**config.mk**
```make
export PLATFORM = sky130hd
export DESIGN_NAME = lane_shift_pack
export DESIGN_NICKNAME = d
export VERILOG_FILES = /design/src/rtl/lsp_pkg.sv /design/src/rtl/lsp_sra_lane.sv /design/src/rtl/lsp_srl_lane.sv /design/src/rtl/lane_shift_pack.sv
export SDC_FILE = /design/constraint.sdc
export NUM_CORES = 1
export LEC_CHECK = 0
export ABC_CLOCK_PERIOD_IN_PS = 1400
export BUFFER_PORTS_ARGS = -buffer_cell sky130_fd_sc_hd__buf_2
export CAP_MARGIN = 10
export CORE_MARGIN = 5
export CORE_UTILIZATION = 45
export DETAILED_ROUTE_END_ITERATION = 7
export PLACE_DENSITY_LB_ADDON = 0.08
export SKIP_LAST_GASP = 1
export SLEW_MARGIN = 40
export SYNTH_ARGS = -nofsm -noshare
export SYNTH_HDL_FRONTEND = slang
export SYNTH_SLANG_ARGS = --single-unit
```
**constraint.sdc**
```tcl
create_clock -name clk_i -period 1.4 [get_ports clk_i]
set_clock_uncertainty 0.1 [all_clocks]
set_input_delay 0.14 -clock clk_i [delete_from_list [all_inputs] [get_ports clk_i]]
set_output_delay 0.14 -clock clk_i [all_outputs]
set_load 0.02 [all_outputs]
```
**src/rtl/lsp_pkg.sv**
```systemverilog
package lsp_pkg;
  typedef enum logic [1:0] {
    OP_BYTE_SRA = 2'd0,
    OP_HALF_SRL = 2'd1,
    OP_PACK     = 2'd2,
    OP_RSVD     = 2'd3
  } lsp_op_e;
endpackage

```
**src/rtl/lsp_sra_lane.sv**
```systemverilog
// Signed right shift of one lane with optional round-half-up on the last bit out.
module lsp_sra_lane #(
  parameter int W  = 8,
  parameter int AW = 3
) (
  input  logic [W-1:0]  lane_i,
  input  logic [AW-1:0] amt_i,
  input  logic          round_i,
  output logic [W-1:0]  lane_o
);
  logic signed [W-1:0] shifted;
  logic [AW-1:0]       last_idx;
  logic                inc;

  always_comb begin
    shifted  = $signed(lane_i) >>> amt_i;
    last_idx = amt_i - 1'b1;
    inc      = round_i && (amt_i != '0) && lane_i[last_idx];
    // increment wraps inside the lane
    lane_o   = shifted + {{(W-1){1'b0}}, inc};
  end
endmodule

```
**src/rtl/lsp_srl_lane.sv**
```systemverilog
module lsp_srl_lane #(
  parameter int W  = 16,
  parameter int AW = 4
) (
  input  logic [W-1:0]  lane_i,
  input  logic [AW-1:0] amt_i,
  output logic [W-1:0]  lane_o
);
  always_comb lane_o = lane_i >> amt_i;
endmodule

```
**src/rtl/lane_shift_pack.sv**
```systemverilog
module lane_shift_pack
  import lsp_pkg::*;
#(
  parameter int DATA_W = 32,
  parameter int BYTE_W = 8,
  parameter int HALF_W = 16
) (
  input  logic        clk_i,
  input  logic        rst_ni,
  input  logic        valid_i,
  input  logic [1:0]  op_i,
  input  logic        round_i,
  input  logic [4:0]  amt_i,
  input  logic [31:0] opa_i,
  input  logic [31:0] opb_i,
  output logic [31:0] result_o
);
  localparam int NB  = DATA_W / BYTE_W;
  localparam int NH  = DATA_W / HALF_W;
  localparam int BAW = $clog2(BYTE_W);
  localparam int HAW = $clog2(HALF_W);
  localparam int WAW = $clog2(DATA_W);
  localparam int PW  = DATA_W / 2;

  lsp_op_e            op;
  logic [DATA_W-1:0]  byte_res, half_res, pack_res, next_res;
  logic [DATA_W-1:0]  word_res [2];
  logic [DATA_W-1:0]  word_src [2];

  assign op          = lsp_op_e'(op_i);
  assign word_src[0] = opa_i;
  assign word_src[1] = opb_i;

  for (genvar b = 0; b < NB; b++) begin : g_byte
    lsp_sra_lane #(.W(BYTE_W), .AW(BAW)) i_lane (
      .lane_i  (opa_i[b*BYTE_W +: BYTE_W]),
      .amt_i   (amt_i[BAW-1:0]),
      .round_i (round_i),
      .lane_o  (byte_res[b*BYTE_W +: BYTE_W])
    );
  end

  for (genvar h = 0; h < NH; h++) begin : g_half
    lsp_srl_lane #(.W(HALF_W), .AW(HAW)) i_lane (
      .lane_i (opa_i[h*HALF_W +: HALF_W]),
      .amt_i  (amt_i[HAW-1:0]),
      .lane_o (half_res[h*HALF_W +: HALF_W])
    );
  end

  for (genvar w = 0; w < 2; w++) begin : g_word
    lsp_sra_lane #(.W(DATA_W), .AW(WAW)) i_lane (
      .lane_i  (word_src[w]),
      .amt_i   (amt_i[WAW-1:0]),
      .round_i (round_i),
      .lane_o  (word_res[w])
    );
  end

  // first operand to the upper half, second to the lower half
  assign pack_res = {word_res[0][PW-1:0], word_res[1][PW-1:0]};

  always_comb begin
    unique case (op)
      OP_BYTE_SRA: next_res = byte_res;
      OP_HALF_SRL: next_res = half_res;
      OP_PACK:     next_res = pack_res;
      default:     next_res = '0;
    endcase
  end

  always_ff @(posedge clk_i or negedge rst_ni) begin
    if (!rst_ni)      result_o <= '0;
    else if (valid_i) result_o <= next_res;
  end


  hold_when_idle_chk: assert property (@(posedge clk_i) disable iff (!rst_ni)
    !valid_i |=> $stable(result_o));


  byte_zero_shift_chk: assert property (@(posedge clk_i) disable iff (!rst_ni)
    valid_i && op_i == 2'b00 && amt_i[BAW-1:0] == '0 |=> result_o == $past(opa_i));


  byte_sign_keep_chk: assert property (@(posedge clk_i) disable iff (!rst_ni)
    valid_i && op_i == 2'b00 && !round_i |=>
      result_o[DATA_W-1] == $past(opa_i[DATA_W-1]) && result_o[BYTE_W-1] == $past(opa_i[BYTE_W-1]));


  half_zero_fill_chk: assert property (@(posedge clk_i) disable iff (!rst_ni)
    valid_i && op_i == 2'b01 && amt_i[HAW-1:0] != '0 |=>
      !result_o[DATA_W-1] && !result_o[HALF_W-1]);


  pack_zero_shift_chk: assert property (@(posedge clk_i) disable iff (!rst_ni)
    valid_i && op_i == 2'b10 && amt_i == '0 |=>
      result_o == {$past(opa_i[PW-1:0]), $past(opb_i[PW-1:0])});


  reserved_zero_chk: assert property (@(posedge clk_i) disable iff (!rst_ni)
    valid_i && op_i == 2'b11 |=> result_o == '0);
endmodule

```
==> impl_metrics.tcl, run 1 <==
set metrics [dict create \
    status "finished with violations" \
    failed_checks "negative setup slack" \
    wire_per_inst_um 23.0 \
    diodes 0 \
    p_sw_mw 3.22 \
    synth_area_leaders "mux4_2 (20%), dfrtp_1 (10%), mux2i_1 (8.7%)" \
    tightestPinTransition_ps 620 \
    fp.dieArea_mm2 0.0205 \
    synth_flop_cell "dfrtp_1" \
    clock.fmax_ghz 0.359 \
    yosysSeqAreaShare_pct 10.1 \
    cts_max_level 2 \
    layout.nets 1425 \
    p_leak_nw 5.52 \
    grt_overflow 0 \
    path_cells "buf_12 > inv_8 > ha_4 > buf_12 > mux4_2 > mux4_2 > mux2i_1 > nor2_1 > ha_2 > ha_4 > nand4b_1 > nor4_4 > buf_4 > xnor2_1 > a221o_1" \
    synth_area_mm2 0.00797 \
    drv_slew 0 \
    cts_made_buffers 5 \
    synthTopCellsByCount "nor2_1 (84), mux2i_1 (69), mux4_2 (69)" \
    fin_crit_ps 2790 \
    yosysTopAreaCell "mux4_2" \
    crit_fanout 4 \
    pwr-share-comb_pct 69.1 \
    rows 48 \
    insertion_delay_ps 280 \
    drive_gt1_share_pct 56.2 \
    hpwl_mm 28.3 \
    synth_nets 992 \
    yosysWarningCount 0 \
    drtPass1Iterations 6 \
    sw_frac_of_total_pct 40.3 \
    cp.arrival_ps 2850 \
    setup_viol 32 \
    finalWorstSetupSlack_ps -1390 \
    portBuffers 106 \
    syn_to_final_growth_pct 57.9 \
    synth-compound-area-share_pct 20.8 \
    avgSynthCellArea_um2 8.82 \
    yosysMostFrequentCell "nor2_1" \
    grt_max_degree 47 \
    gp_congestion 0.977 \
    top_regs "result_o (32)" \
    cp.required_ps 1460 \
    synthCells 903 \
    cts.sinks 32 \
    ios 107 \
    core_mm2 0.0174 \
    largest_register_ffs 32 \
    vias_per_cell 6.31 \
    drc 0 \
    synth-edff-count 0 \
    top_register "result_o" \
    synth_top_family_by_area "multiplexers" \
    synthAdderAreaFrac_pct 2.20 \
    critPathCaptureType "register" \
    die_h_um 143 \
    yosys.area_share.simple_pct 18.0 \
    utilization_pct 72.5 \
    yosysUniqueCellTypes 80 \
    fin_tns_setup_ps -40450 \
    cts-root-buf "clkbuf_16" \
    relSlewSlack_pct 57.5 \
    powerDensity_mw_per_mm2 635 \
    ir_drop_uv 860 \
    clk_pin_slew_worst_paths_ps 50 \
    fin_hold_ws_ps 160 \
    postRouteAntennaNets 0 \
    hold_viol 0 \
    synth_mux_area_share_pct 37.6 \
    async_flop_share_pct 100 \
    critPathLaunchType "input port" \
    slowest_delay_ps 470 \
    hold_class "input port to register" \
    critPathKind "input port to register" \
    rsz0062_at_grt "yes" \
    grt_pass1_wl_mm 55.6 \
    power_frac_seq_pct 14.1 \
    slowest_stage "mux4_2" \
    synth_xor_area_share_pct 5.06 \
    grt_util_all_layers_pct 34.7 \
    cts_tree "done" \
    layout_worst_path_cycle_share_pct 199 \
    finalWirelength_mm 36.0 \
    power.internal_mw 4.77 \
    synth_top_cell_area_share_pct 19.5 \
    grt_pass1_vias 9647 \
    synth_seq_cells 32 \
    initial_core_util_pct 45.9 \
    critical-path-top-delay-family "multiplexers" \
    maxCapViolCount 0 \
    clk_path_buf_depth 2 \
    die_w_um 143 \
    antenna_found_initial 0 \
    drtIter0Drc 1023 \
    via_count 9863 \
    clkPwrFrac_pct 16.7 \
    crit_buf_inv 4 \
]
==> worst reg2reg max path, stage by stage (launching register included) <==
cell and delay [ps]:
dfrtp_1 380, a222oi_1 430, o31ai_1 150
==> worst paths after layout <==
| path | to | depth (start not counted) | start | slack, ps |
|---|---|---|---|---|
| worst max-delay path | result_o[8] | 15 | amt_i[0] | -1390 |
| worst min-delay path | result_o[11] | 3 | valid_i | 160 |
| worst max register to register | result_o[29] | 2 | result_o[29] | 190 |
| worst min register to register | result_o[16] | 1 | result_o[16] | 370 |
| max in group asynchronous | result_o[4] | 3 | rst_ni | 560 |
| min in group asynchronous | result_o[14] | 3 | rst_ni | 330 |
==> logic make-up (layout without fill, tap and decap cells) <==
logic type	count (synthesis)	after routing
AOI/OAI and AO/OA	235	235
xor gates and xnor gates	46	46
adders and majority gates	14	14
buffers and inverters	98	532
DFF	32	32
muxes	198	198
and+or+nand+nor	280	280
==> power groups by stage <==
stage	logic [mW]	clock network [mW]	registers [mW]
6_report	5.52	1.34	1.13
2_1_floorplan	2.43	0	1.30
3_3_place_gp	4.80	0	1.14
4_1_cts	5.23	1.34	1.13
3_5_place_dp	4.83	0	1.14
5_1_grt	5.82	1.38	1.14
==> routing by layer <==
| layer | wire length, um | vias to the layer above | global-route usage (%) |
|---|---|---|---|
| met4 | 1180 | 0 | 10.8 |
| met3 | 3500 | 81 | 6.56 |
| met5 | 0 | - | 0 |
| li1 | - | 4414 | - |
| met2 | 16100 | 571 | 53.9 |
| met1 | 15200 | 4797 | 49.0 |
==> through the flow <==
| step | worst slack, ps | area [um2] | power [mW] | std cells |
|---|---|---|---|---|
| global route | -1490 | 12600 | 8.34 | 1562 |
| finish | -1390 | 12600 | 7.98 | 1562 |
| CTS | -1350 | 12300 | 7.70 | 1555 |
| detailed placement | -1760 | 11400 | 5.97 | 1516 |
| floorplan | -2030 | 8290 | 3.73 | 903 |
| global placement | -1760 | 11400 | 5.93 | 1516 |
==> layout make-up <==
type	count	area, um2
well taps	225	282
inverters	15	70.1
multi-input cells	773	7340
clock buffers	7	153
repair buffers	509	3900
flip-flops and latches	32	801
fillers	1317	4780
clock inverters	1	30.0
==> cell usage in the layout (no fill, tap or decap), types with 16 or more instances in the layout <==
master and instances:
nor2b_1 16, mux4_2 70, nand3_1 19, buf_4 373, mux2_2 51, nand2_1 57, xnor2_1 29, buf_2 103
dfrtp_1 32, mux2i_1 60, o21ai_0 30, a21oi_1 34, nor2_1 77
==> what timing repair did <==
item / 4_1_cts / 5_1_grt
setup endpoints to repair: 32 / 32
gates resized for setup: 82 / 48
hold buffers: 1 / 0
hold endpoints to repair: 32 / 0
setup buffers: 29 / 10
pin swaps: 44 / 43
cloned: 4 / 0
Note: power is estimated with default switching activity, not from simulation.
==> run 2, diff against run 1 <==
--- a/config.mk
+++ b/config.mk
@@ -12,6 +12,7 @@
 export CORE_UTILIZATION = 45
 export DETAILED_ROUTE_END_ITERATION = 7
 export PLACE_DENSITY_LB_ADDON = 0.08
+export SKIP_CTS_REPAIR_TIMING = 1
 export SKIP_LAST_GASP = 1
 export SLEW_MARGIN = 40
 export SYNTH_ARGS = -nofsm -noshare
==> impl_metrics.tcl, run 2 (synthesis gave the netlist of run 1 again) <==
set metrics [dict create \
    grt_pass1_wl_mm 53.0 \
    p_leak_nw 5.28 \
    diodes 0 \
    ios 107 \
    hold_viol 0 \
    use_met1_pct 48.7 \
    rsz0062_at_grt "yes" \
    grt_max_degree 58 \
    grt_util_all_layers_pct 33.1 \
    path_cells "buf_12 > inv_8 > ha_4 > buf_12 > mux4_2 > mux4_2 > mux2i_1 > nor2_1 > ha_2 > ha_4 > nand4b_1 > nor4_4 > buf_4 > xnor2_2 > a221o_1" \
    slowest_delay_ps 480 \
    critical-path-top-delay-family "multiplexers" \
    fp.dieArea_mm2 0.0205 \
    failed_checks "negative setup slack" \
    top_register "result_o" \
    dp_cells 1516 \
    mostFrequentLayoutCell "buf_4" \
    antenna_found_initial 0 \
    cts_made_buffers 5 \
    insertion_delay_ps 280 \
    power.internal_mw 4.55 \
    maxCapViolCount 0 \
    fin_cells 1533 \
    syn_to_final_growth_pct 50.3 \
    core_mm2 0.0174 \
    layout.cells.most_common_list "buf_4 (353), buf_2 (103), nor2_1 (82)" \
    wire_per_inst_um 22.6 \
    fin_tns_setup_ps -40260 \
    r2r-start "result_o[13]" \
    grt_overflow 0 \
    cts.sinks 32 \
    relSlewSlack_pct 60.6 \
    critPathLaunchType "input port" \
    drc 0 \
    clk_path_buf_depth 2 \
    layout_worst_path_cycle_share_pct 200 \
    critPathKind "input port to register" \
    vias_per_cell 6.26 \
    rows 48 \
    status "finished with violations" \
    drtIter0Drc 1105 \
    grt_pass1_vias 9103 \
    critPathCaptureType "register" \
    clk_pin_slew_worst_paths_ps 50 \
    p_sw_mw 3.05 \
    power_frac_seq_pct 14.8 \
    setup_viol 32 \
    largest_register_ffs 32 \
    sw_frac_of_total_pct 40.2 \
    worst_r2r_endpoint "result_o[13]" \
    cp.arrival_ps 2860 \
    tightestPinTransition_ps 585 \
    powerDensity_mw_per_mm2 635 \
    hold_class "input port to register" \
    portBuffers 106 \
    crit_fanout 5 \
    fin_hold_ws_ps 161 \
    ir_drop_uv 815 \
    postRouteAntennaNets 0 \
    cp.depth 15 \
    hpwl_mm 28.3 \
    cts-root-buf "clkbuf_16" \
    use_met2_pct 50.8 \
    drive_gt1_share_pct 52.7 \
    r2r_cells 2 \
    clkPwrFrac_pct 17.6 \
    regToRegSetupSlack_ps 210 \
    dpl_worst_slack_ps -1760 \
    initial_core_util_pct 45.9 \
    cp.required_ps 1460 \
    crit_buf_inv 4 \
    top_regs "result_o (32)" \
    via_count 9590 \
    drv_slew 0 \
    use_met3_pct 4.86 \
    pwr-share-comb_pct 67.6 \
    finalWorstSetupSlack_ps -1400 \
    fin_crit_ps 2800 \
    grt-busiest-layer "met2" \
    finalWirelength_mm 34.7 \
    cts_max_level 2 \
    clock.fmax_ghz 0.357 \
    cts_tree "done" \
    cp-startpoint "amt_i[0]" \
    drtPass1Iterations 6 \
    crit_path_end "result_o[8]" \
    layout.nets 1396 \
    gp_congestion 0.977 \
    die_w_um 143 \
    die_h_um 143 \
    slowest_stage "mux4_2" \
]
[run 2: cell types whose count changed in the layout (fill, tap and decap cells not counted), moves of 3 or more]
cell       delta
ha_1          +3
nor2_1        +5
mux2_2        +4
nor2_4        -4
buf_6         -3
buf_8         -3
bufbuf_16     -3
mux2_4        -4
clkbuf_16     +3
buf_4        -20
[run 2: final cells by class]
type                            instances  area [um2]
Timing Repair Buffer                  480        3580
Tap cell                              225         282
Multi-Input combinational cell        773        7060
Sequential cell                        32         801
Clock inverter                          1        30.0
Fill cell                            1422        5380
Clock buffer                            7         153
Inverter                               15        70.1
[run 2: stage by stage]
step | power (mW) | util, % | cell area (um2)
2_1_floorplan | 3.73 | - | 8290
3_3_place_gp | 5.93 | 65.7 | 11400
4_1_cts | 7.32 | 66.7 | 11600
6_report | 7.61 | 69.0 | 12000
3_5_place_dp | 5.97 | 65.7 | 11400
5_1_grt | 7.97 | 69.0 | 12000
[run 2: routing by layer]
layer | share of wire [%] | vias to the layer above
met2 | 44 | 535
met3 | 9.7 | 60
met4 | 2.9 | 0
met5 | 0 | -
met1 | 43 | 4644
li1 | - | 4351
[run 2: worst min-delay path by stage]
stage                               to  cells past startpoint  slack, ps  startpoint
after global routing      result_o[11]                      3        220     valid_i
final                     result_o[11]                      3        160     valid_i
after global placement    result_o[14]                      2         80      rst_ni
after detailed placement  result_o[14]                      2         80      rst_ni
after floorplan            result_o[0]                      0       -260      rst_ni
after CTS                 result_o[14]                      2       -210      rst_ni
[run 2: power groups by stage]
stage | registers, mW | logic [mW] | clock network (mW)
floorplan | 1.30 | 2.43 | 0
global placement | 1.14 | 4.80 | 0
detailed placement | 1.14 | 4.83 | 0
CTS | 1.13 | 4.85 | 1.34
global route | 1.14 | 5.45 | 1.38
finish | 1.13 | 5.14 | 1.34
[run 2: worst reg2reg max path: stages, from the launching register on]
cell and delay, ps:
dfrtp_1 400, a222oi_1 440, o21ai_1 120
